File: config.mk
export PLATFORM = sky130hd
export DESIGN_NAME = sync_evt_rec
export DESIGN_NICKNAME = d
export VERILOG_FILES = /design/src/rtl/sync_evt_pkg.sv /design/src/rtl/evt_tol_cmp.sv /design/src/rtl/evt_type_watch.sv /design/src/rtl/evt_flag_bank.sv /design/src/rtl/sync_evt_rec.sv
export SDC_FILE = /design/constraint.sdc
export NUM_CORES = 1
export LEC_CHECK = 0
export BUFFER_PORTS_ARGS = -buffer_cell sky130_fd_sc_hd__buf_4
export CAP_MARGIN = 20
export CORE_MARGIN = 2
export CORE_UTILIZATION = 45
export DETAILED_ROUTE_END_ITERATION = 10
export GPL_ROUTABILITY_DRIVEN = 0
export SETUP_SLACK_MARGIN = 0.05
export SYNTH_ARGS = -nofsm -noshare
export SYNTH_HDL_FRONTEND = slang
export SYNTH_SLANG_ARGS = --single-unit
File: constraint.sdc
create_clock -name clk -period 4.5 [get_ports clk]
set_input_delay 0.9 -clock clk [delete_from_list [all_inputs] [get_ports clk]]
set_output_delay 0.9 -clock clk [all_outputs]
set_load 0.03 [all_outputs]
File: src/rtl/sync_evt_pkg.sv
package sync_evt_pkg;
   // Bit positions inside the flag vector
   localparam int FLG_FMT       = 0;
   localparam int FLG_PORT_BASE = 1;

   typedef struct packed {
      logic hs;
      logic vs;
   } pol_pair_t;
endpackage

File: src/rtl/evt_tol_cmp.sv
// Baseline register with tolerance compare for one measured quantity.
module evt_tol_cmp #(
   parameter int W = 8
) (
   input  logic         clk,
   input  logic         rst_n,
   input  logic         rebase,
   input  logic         smp_vld,
   input  logic [W-1:0] smp,
   input  logic [W-1:0] tol,
   output logic         chg
);
   logic [W-1:0] base_q;
   logic         base_vld_q;
   logic [W-1:0] delta;

   always_comb begin
      delta = (smp >= base_q) ? (smp - base_q) : (base_q - smp);
      chg   = smp_vld && base_vld_q && (delta > tol);
   end

   always_ff @(posedge clk or negedge rst_n) begin
      if (!rst_n) begin
         base_q     <= '0;
         base_vld_q <= 1'b0;
      end else if (rebase) begin
         base_vld_q <= smp_vld;
         if (smp_vld) base_q <= smp;
      end else if (smp_vld && (!base_vld_q || chg)) begin
         base_q     <= smp;
         base_vld_q <= 1'b1;
      end
   end
endmodule

File: src/rtl/evt_type_watch.sv
// Reports any change of a detected sync type code between consecutive cycles.
module evt_type_watch #(
   parameter int TW = 2
) (
   input  logic          clk,
   input  logic          rst_n,
   input  logic [TW-1:0] typ,
   output logic          chg
);
   logic [TW-1:0] prev_q;
   logic          prev_vld_q;

   assign chg = prev_vld_q && (typ != prev_q);

   always_ff @(posedge clk or negedge rst_n) begin
      if (!rst_n) begin
         prev_q     <= '0;
         prev_vld_q <= 1'b0;
      end else begin
         prev_q     <= typ;
         prev_vld_q <= 1'b1;
      end
   end
endmodule

File: src/rtl/evt_flag_bank.sv
// Sticky write-1-to-clear flags, each armed by its first clear.
module evt_flag_bank #(
   parameter int NF = 4
) (
   input  logic          clk,
   input  logic          rst_n,
   input  logic [NF-1:0] evt,
   input  logic          clr_wr,
   input  logic [NF-1:0] clr_mask,
   output logic [NF-1:0] flags
);
   logic [NF-1:0] armed_q;
   logic [NF-1:0] flag_q;
   logic [NF-1:0] clr_v;

   assign clr_v = clr_mask & {NF{clr_wr}};
   assign flags = flag_q;

   for (genvar i = 0; i < NF; i++) begin : g_flag
      always_ff @(posedge clk or negedge rst_n) begin
         if (!rst_n) begin
            flag_q[i]  <= 1'b0;
            armed_q[i] <= 1'b0;
         end else begin
            // a recorded event outranks a clear in the same cycle
            flag_q[i]  <= (flag_q[i] & ~clr_v[i]) | (evt[i] & armed_q[i]);
            armed_q[i] <= armed_q[i] | clr_v[i];
         end
      end
   end
endmodule

File: src/rtl/sync_evt_rec.sv
module sync_evt_rec
   import sync_evt_pkg::*;
#(
   parameter int VT_W         = 12,
   parameter int VW_W         = 6,
   parameter int HP_W         = 20,
   parameter int VT_TOL_W     = 3,
   parameter int VW_TOL_W     = 2,
   parameter int HP_TOL_W     = 3,
   parameter int HP_TOL_SHIFT = 6,
   parameter int NPORT        = 2,
   parameter int TW           = 2,
   localparam int NF          = NPORT + 2
) (
   input  logic                clk,
   input  logic                rst_n,
   input  logic                hs_pol,
   input  logic                vs_pol,
   input  logic                pol_vld,
   input  logic [VT_W-1:0]     vtot,
   input  logic                vtot_vld,
   input  logic [VW_W-1:0]     vwid,
   input  logic                vwid_vld,
   input  logic [HP_W-1:0]     hper,
   input  logic                hper_vld,
   input  logic [VT_TOL_W-1:0] vtot_tol,
   input  logic [VW_TOL_W-1:0] vwid_tol,
   input  logic [HP_TOL_W-1:0] hper_tol,
   input  logic [NPORT*TW-1:0] port_type,
   input  logic                hs_det,
   input  logic                vs_det,
   input  logic                clr_wr,
   input  logic [NF-1:0]       clr_mask,
   output logic [NF-1:0]       flags
);
   localparam int FLG_SYNC = NF - 1;

   // elaboration-time parameter checks
   if (VT_W < VT_TOL_W) begin : g_bad_vt
      $error("VT_W must hold the vertical total tolerance");
   end
   if (VW_W < VW_TOL_W) begin : g_bad_vw
      $error("VW_W must hold the VSYNC width tolerance");
   end
   if (HP_W < HP_TOL_W + HP_TOL_SHIFT) begin : g_bad_hp
      $error("HP_W must hold the scaled HSYNC period tolerance");
   end
   if (NPORT < 1 || TW < 1) begin : g_bad_port
      $error("NPORT and TW must be at least 1");
   end

   logic [NF-1:0] evt;
   logic          rebase;
   logic          pol_chg, vt_chg, vw_chg, hp_chg;
   pol_pair_t     pol_now;
   logic [VT_W-1:0] vt_tol_x;
   logic [VW_W-1:0] vw_tol_x;
   logic [HP_W-1:0] hp_tol_x;

   assign rebase   = clr_wr & clr_mask[FLG_FMT];
   assign pol_now  = '{hs: hs_pol, vs: vs_pol};
   assign vt_tol_x = VT_W'(vtot_tol);
   assign vw_tol_x = VW_W'(vwid_tol);
   assign hp_tol_x = HP_W'(hper_tol) << HP_TOL_SHIFT;

   evt_tol_cmp #(.W(2)) u_cmp_pol (
      .clk(clk), .rst_n(rst_n), .rebase(rebase), .smp_vld(pol_vld),
      .smp(pol_now), .tol(2'b00), .chg(pol_chg));

   evt_tol_cmp #(.W(VT_W)) u_cmp_vt (
      .clk(clk), .rst_n(rst_n), .rebase(rebase), .smp_vld(vtot_vld),
      .smp(vtot), .tol(vt_tol_x), .chg(vt_chg));

   evt_tol_cmp #(.W(VW_W)) u_cmp_vw (
      .clk(clk), .rst_n(rst_n), .rebase(rebase), .smp_vld(vwid_vld),
      .smp(vwid), .tol(vw_tol_x), .chg(vw_chg));

   evt_tol_cmp #(.W(HP_W)) u_cmp_hp (
      .clk(clk), .rst_n(rst_n), .rebase(rebase), .smp_vld(hper_vld),
      .smp(hper), .tol(hp_tol_x), .chg(hp_chg));

   assign evt[FLG_FMT] = pol_chg | vt_chg | vw_chg | hp_chg;

   for (genvar p = 0; p < NPORT; p++) begin : g_port
      evt_type_watch #(.TW(TW)) u_watch (
         .clk(clk), .rst_n(rst_n),
         .typ(port_type[p*TW +: TW]),
         .chg(evt[FLG_PORT_BASE + p]));
   end

   // sync-valid: latch each detection, fire once when both are held
   logic hs_got_q, vs_got_q, sv_done_q, sv_evt, sv_clr;
   assign sv_clr = clr_wr & clr_mask[FLG_SYNC];
   assign sv_evt = hs_got_q & vs_got_q & ~sv_done_q;
   assign evt[FLG_SYNC] = sv_evt;

   always_ff @(posedge clk or negedge rst_n) begin
      if (!rst_n) begin
         hs_got_q  <= 1'b0;
         vs_got_q  <= 1'b0;
         sv_done_q <= 1'b0;
      end else if (sv_clr) begin
         hs_got_q  <= 1'b0;
         vs_got_q  <= 1'b0;
         sv_done_q <= 1'b0;
      end else begin
         hs_got_q  <= hs_got_q | hs_det;
         vs_got_q  <= vs_got_q | vs_det;
         sv_done_q <= sv_done_q | sv_evt;
      end
   end

   evt_flag_bank #(.NF(NF)) u_bank (
      .clk(clk), .rst_n(rst_n), .evt(evt),
      .clr_wr(clr_wr), .clr_mask(clr_mask), .flags(flags));
endmodule

Word level (Yosys, flattened, before mapping) --
Index checks and enable logic that the tools add are counted.
Word-level totals: bits in registers 60, logic and storage cells 133, output and inout bits 4, input bits 65
Operators by class: $add $sub $neg 8, reductions and logical operators 30, mux-type cells 27, bitwise gates (word level) 32, equality and inequality tests 6, $lt $le $gt $ge 8
Operator list (count):
- $mux 20 | 4
- $mux 12 | 4
- $sub 20x20->20 | 2
- $mux 6 | 4
- $sub 12x12->12 | 2
- $ge 20x20->1 | 1
- $gt 20x9->1 | 1
- $logic_and 1x1->1 | 14
- $or 1x1->1 | 14
- $and 1x1->1 | 12
- $ge 12x12->1 | 1
- $gt 12x3->1 | 1
- $sub 6x6->6 | 2
- $mux 1 | 11
- $mux 2 | 4
- $ne 2x2->1 const B | 4
- $reduce_and 2->1 | 4
- $reduce_bool 2->1 | 4
- $ge 6x6->1 | 1
- $gt 6x2->1 | 1
- $not 1->1 | 5
- $and 4x4->4 | 1
- $logic_not 1->1 | 4
- $logic_or 1x1->1 | 4
- other kinds (4) | 6

Longest topological paths before layout --
word-level depth 9, depth in mapped cells 20, depth with buffers taken out 18

Hierarchy --
Synthesis repeated with hierarchy kept, for this count alone.
Unflattened totals: cells, all modules 816, area, all modules 7074.3 µm²
By module, submodules not included:
- evt_tol_cmp (u_cmp_hp) | cells an instance 417, instances 1, area an instance 3369.5 µm², sequential area each 525.5 µm²
- evt_tol_cmp (u_cmp_vt) | cells an instance 216, instances 1, area an instance 1839.3 µm², sequential area each 325.3 µm²
- evt_tol_cmp (u_cmp_vw) | cells an instance 94, instances 1, area an instance 900.9 µm², sequential area each 175.2 µm²
- evt_tol_cmp (u_cmp_pol) | cells an instance 41, instances 1, area an instance 354.1 µm², sequential area each 75.1 µm²
- evt_flag_bank | cells an instance 20, instances 1, area an instance 275.3 µm², sequential area each 200.2 µm²
- evt_type_watch | cells an instance 7, instances 2, area an instance 103.8 µm², sequential area each 75.1 µm²
- sync_evt_rec | cells an instance 14, instances 1, area an instance 127.6 µm², sequential area each 75.1 µm²

Worst setup path after synthesis --
Ideal clock, no wire load.
path kind input-to-reg, start point input port hper[13], end point register u_cmp_hp.base_q[19], stages on the path 19, setup time 0.125 ns, path slack -0.092 ns, data arrival time 4.467 ns, cell sequence inv_1 -> ha_1 -> buf_2 -> a21oi_1 -> o21ai_0 -> a211o_1 -> o41ai_1 -> buf_2 -> nand3_1 -> o31a_1 -> xor2_1 -> ha_1 -> nor2b_1 -> o21a_1 -> o22ai_1 -> o221ai_1 -> o21ai_1 -> buf_4 -> mux2_2
Between the ends: longest elaborated chain between the ends 8
Ends and longest elaborated chain:
- from (decl) | RTL line sync_evt_rec.sv:24 | input logic [HP_W-1:0] hper,
- $sub 20x20->20 / $ge 20x20->1 (equally long branches) | RTL line evt_tol_cmp.sv:18 | delta = (smp >= base_q) ? (smp - base_q) : (base_q - smp);
- $mux 20 * | RTL line evt_tol_cmp.sv:18
- $gt 20x9->1 * | RTL line evt_tol_cmp.sv:19 | chg = smp_vld && base_vld_q && (delta > tol);
- $logic_and 1x1->1 * | RTL line evt_tol_cmp.sv:19
- $logic_or 1x1->1 * | RTL line evt_tol_cmp.sv:29 | end else if (smp_vld && (!base_vld_q || chg)) begin
- $logic_and 1x1->1 * | RTL line evt_tol_cmp.sv:29
- $reduce_bool 2->1 (no source line) *
- $reduce_and 2->1 (no source line) *
- to (signal assigned) | RTL line evt_tol_cmp.sv:28 | if (smp_vld) base_q <= smp;
- to (signal assigned) | RTL line evt_tol_cmp.sv:30 | base_q <= smp;
- to (decl) | RTL line evt_tol_cmp.sv:13 | logic [W-1:0] base_q;
Every way passes the cells marked *; elsewhere a longest branch is shown, timed or not. A chain may end at the register's enable or synchronous reset.

Worst setup path in the final report --
start point input port hper[14], end point register u_cmp_hp.base_q[19]
The elaborated chain is that of the path after synthesis.

==> impl_metrics.yaml <==
synthesis:
  ys_warn_count: 0
  synth_top_area_share_pct: 24.2
  synth_top_area_cell: "dfrtp_1"
  syn_area_mm2: 0.00620
  synth_cell_types: 69
  async_flop_share_pct: 100
  ys.flop_type: "dfrtp_1"
  ys_ff_latch: 60
  synth_edf_count: 0
  postSynthAreaPerCell_um2: 8.50
  synth.area.top_cells: "dfrtp_1, ha_1, mux2i_1"
  synthCells: 729
  syn_nets: 881
  yosysSeqAreaShare_pct: 24.2
critical_path:
  path_class: "input pin to flip-flop"
  path_buf_inv: 4
  crit_start: "hper[14]"
  cpMostUsedCell: "buf_4"
  slowest_delay_ns: 0.48
  crit_path_end: "u_cmp_hp.base_q[19]"
  crit_fanout: 5
  crit_family: "compound AO/OA/AOI/OAI gates"
  cp_data_required_time_ns: 4.73
  worstPathCellList: "buf_4 -> inv_2 -> ha_4 -> nand4_1 -> nor2_2 -> a211o_1 -> o41ai_4 -> buf_4 -> mux2i_1 -> o21ai_1 -> xor2_1 -> ha_1 -> o21a_1 -> o22ai_2 -> o221ai_2 -> o21ai_4 -> buf_6 -> mux2_2"
  cp.depth: 18
  critPathSlowestCell: "o41ai_4"
  endpoint_kind: "flip-flop"
  worst_setup_path_start_kind: "input pin"
  reg2reg_to: "u_cmp_hp.base_q[19]"
  r2r.worst_path.cells: 16
  rrSetupSlack_ns: 0.54
  worst_r2r_startpoint: "u_cmp_hp.base_q[8]"
  worst_ep_arrival_time_ns: 4.48
global_routing:
  grt_util_all_layers_pct: 21.8
  grt_pass1_vias: 5638
  gr-total-overflow: 0
  grt_start_max_net_pins: 61
  grt_pass1_wl_mm: 25.9
  antenna_found_initial: 0
clock_network:
  path_clk_slew_ns: 0.07
  cts_buffers: 9
  cts-root-buf: "clkbuf_16"
  clock-sinks: 60
  hold_buffers: 0
  cts_tree: "done"
  cts_buffer_depth: 2
  htreeDepth: 3
  worstSkewPairLatency_ns: 0.34
layout:
  fill_cells: 1221
  num-nets-final: 993
  final_layout_size_suffix_gt1_share_pct: 24.2
  syn2layout_area_growth_pct: 26.1
  regArea_mm2: 0.00150
  multi_input_area_mm2: 0.00444
  final_core_util_pct: 58.6
  n_antenna_cell: 0
job:
  drv_cap: 0
power:
  peakVddDrop_v: 0.000240
  power.leakage_nw: 3.77
  power_density_mw_per_mm2: 328
  power_mw: 2.57
sta:
  hold_ws_ns: 0.475
  maxSlewViolCount: 0
  hold_viol: 0
  finalSetupViolCount: 0
  slew-limit-headroom_pct: 46.0
  fin_crit_sh_pct: 94.4
  skew_ns: 0.0135
  worstMarginPinSlew_ns: 0.811
  layout_min_cycle_time_ns: 4.25
  timing.fmax_mhz: 235
  rsz0062_at_grt: "no"
routing:
  via_count: 5559
  drt_pass1_iterations: 5
  drc: 0
  route.antenna.remaining_nets: 0
  wl_mm: 15.5
  vias_per_cell: 5.44
  first_iter_violations: 330
  wl_per_cell_um: 15.2
die:
  die_y_um: 121
  core-area_mm2: 0.0133
  num_io_pins: 69
  die_w_um: 121
  initial_core_util_pct: 46.4
  rows: 42
  fp.dieArea_mm2: 0.0147
outcome:
  outcome: "completed"
placement:
  dpl.hpwl_mm: 12.2
  port_buffers: 68
min_path:
  hold_class: "flip-flop to flip-flop"
## cells by family after synthesis
family / share of synthesized area [%]
buf+inv: 7.97
fa+ha+maj: 18.3
flops: 24.2
mux: 9.85
other cells: 0.0605
compound gates: 21.0
xor+xnor: 5.23
simple gates: 13.4
## timing repair
action	CTS	global route
pin swaps	0	12
hold endpoints to repair	0	0
setup endpoints to repair	14	20
gates resized for setup	2	44
buffers inserted	0	6
## cells in the final DEF (no fill, tap or decap), drive strengths merged, types with 7 or more instances in the layout
cell    instances
a21o           13
a21oi          73
buf           126
clkbuf         11
dfrtp          60
ha             81
inv           100
mux2           13
mux2i          46
nand2          50
nand2b         11
nand3          15
nand4          15
nor2           21
nor2b          11
nor3            9
nor4            7
o21a           10
o21ai          39
xnor2          21
xor2           16
## cell usage after synthesis, types with 4 or more instances
| cell | instances |
|---|---|
| inv_1 | 99 |
| ha_1 | 81 |
| a21oi_1 | 71 |
| dfrtp_1 | 60 |
| nand2_1 | 50 |
| mux2i_1 | 46 |
| o21ai_0 | 36 |
| nor2_1 | 21 |
| xnor2_1 | 21 |
| xor2_1 | 16 |
| nand3_1 | 15 |
| nand4_1 | 14 |
| a21o_1 | 13 |
| clkbuf_1 | 13 |
| mux2_2 | 11 |
| nand2b_1 | 11 |
| nor2b_1 | 11 |
| o21a_1 | 10 |
| nor3_1 | 8 |
| buf_2 | 7 |
| a21boi_0 | 6 |
| a31oi_1 | 6 |
| fa_1 | 6 |
| nor4_1 | 6 |
| o221ai_1 | 6 |
| and3_1 | 5 |
| o211ai_1 | 5 |
| o21bai_1 | 5 |
| and2_1 | 4 |
| o2111ai_1 | 4 |
## state kept, by name, summed over array words and instances, names as in the netlist
| register | flops |
|---|---|
| vs_got_q | 1 |
| u_cmp_vt.base_q | 12 |
| g_port.u_watch.prev_vld_q | 1 |
| u_cmp_vw.base_q | 6 |
| u_bank.armed_q | 4 |
| u_cmp_vw.base_vld_q | 1 |
| u_cmp_hp.base_vld_q | 1 |
| hs_got_q | 1 |
| u_cmp_pol.base_q | 2 |
| g_port.u_watch.prev_q | 4 |
| sv_done_q | 1 |
| u_cmp_pol.base_vld_q | 1 |
| u_cmp_hp.base_q | 20 |
| u_cmp_vt.base_vld_q | 1 |
| u_bank.flags | 4 |
## worst min path at each step
stage                                    to  slack (ns)               from  depth (start not counted)
after CTS                 u_bank.armed_q[0]        0.48  u_bank.armed_q[0]                          1
after global routing      u_bank.armed_q[1]        0.50  u_bank.armed_q[1]                          1
after floorplan           u_bank.armed_q[3]        0.44  u_bank.armed_q[3]                          1
after global placement    u_bank.armed_q[1]        0.45  u_bank.armed_q[1]                          1
after detailed placement  u_bank.armed_q[0]        0.46  u_bank.armed_q[0]                          1
final                     u_bank.armed_q[0]        0.48  u_bank.armed_q[0]                          1
## final cells by class
type | instances | share of cell area [%]
Timing Repair Buffer | 126 | 12.3
Multi-Input combinational cell | 545 | 56.8
Clock buffer | 11 | 3.10
Sequential cell | 60 | 19.2
Inverter | 99 | 4.75
Tap cell | 176 | 2.82
Clock inverter | 5 | 1.07
## power by group
| group | total [mW] | internal [mW] | leakage [nW] | switching (mW) |
|---|---|---|---|---|
| combinational | 1.16 | 0.544 | 2.94 | 0.619 |
| sequential | 0.629 | 0.592 | 0.674 | 0.0373 |
| clock | 0.773 | 0.502 | 0.152 | 0.271 |
## metrics by stage
stage	std cells	setup TNS [ns]	setup slack [ns]	cell area, µm²
after floorplan	729	0	0.0722	6220
after global placement	1000	-1.38	-0.0857	7210
after detailed placement	1000	-6.20	-0.364	7210
after CTS	1016	0	0.0973	7550
after global routing	1022	0	0.0794	7820
final	1022	0	0.253	7820
## layer usage
layer	global-route usage, %	share of wire, %
met4	6.75	1.6
met3	3.81	4.6
met2	37.3	49
met1	28.0	45
met5	0	0
Note: power is estimated with default switching activity, not from simulation.
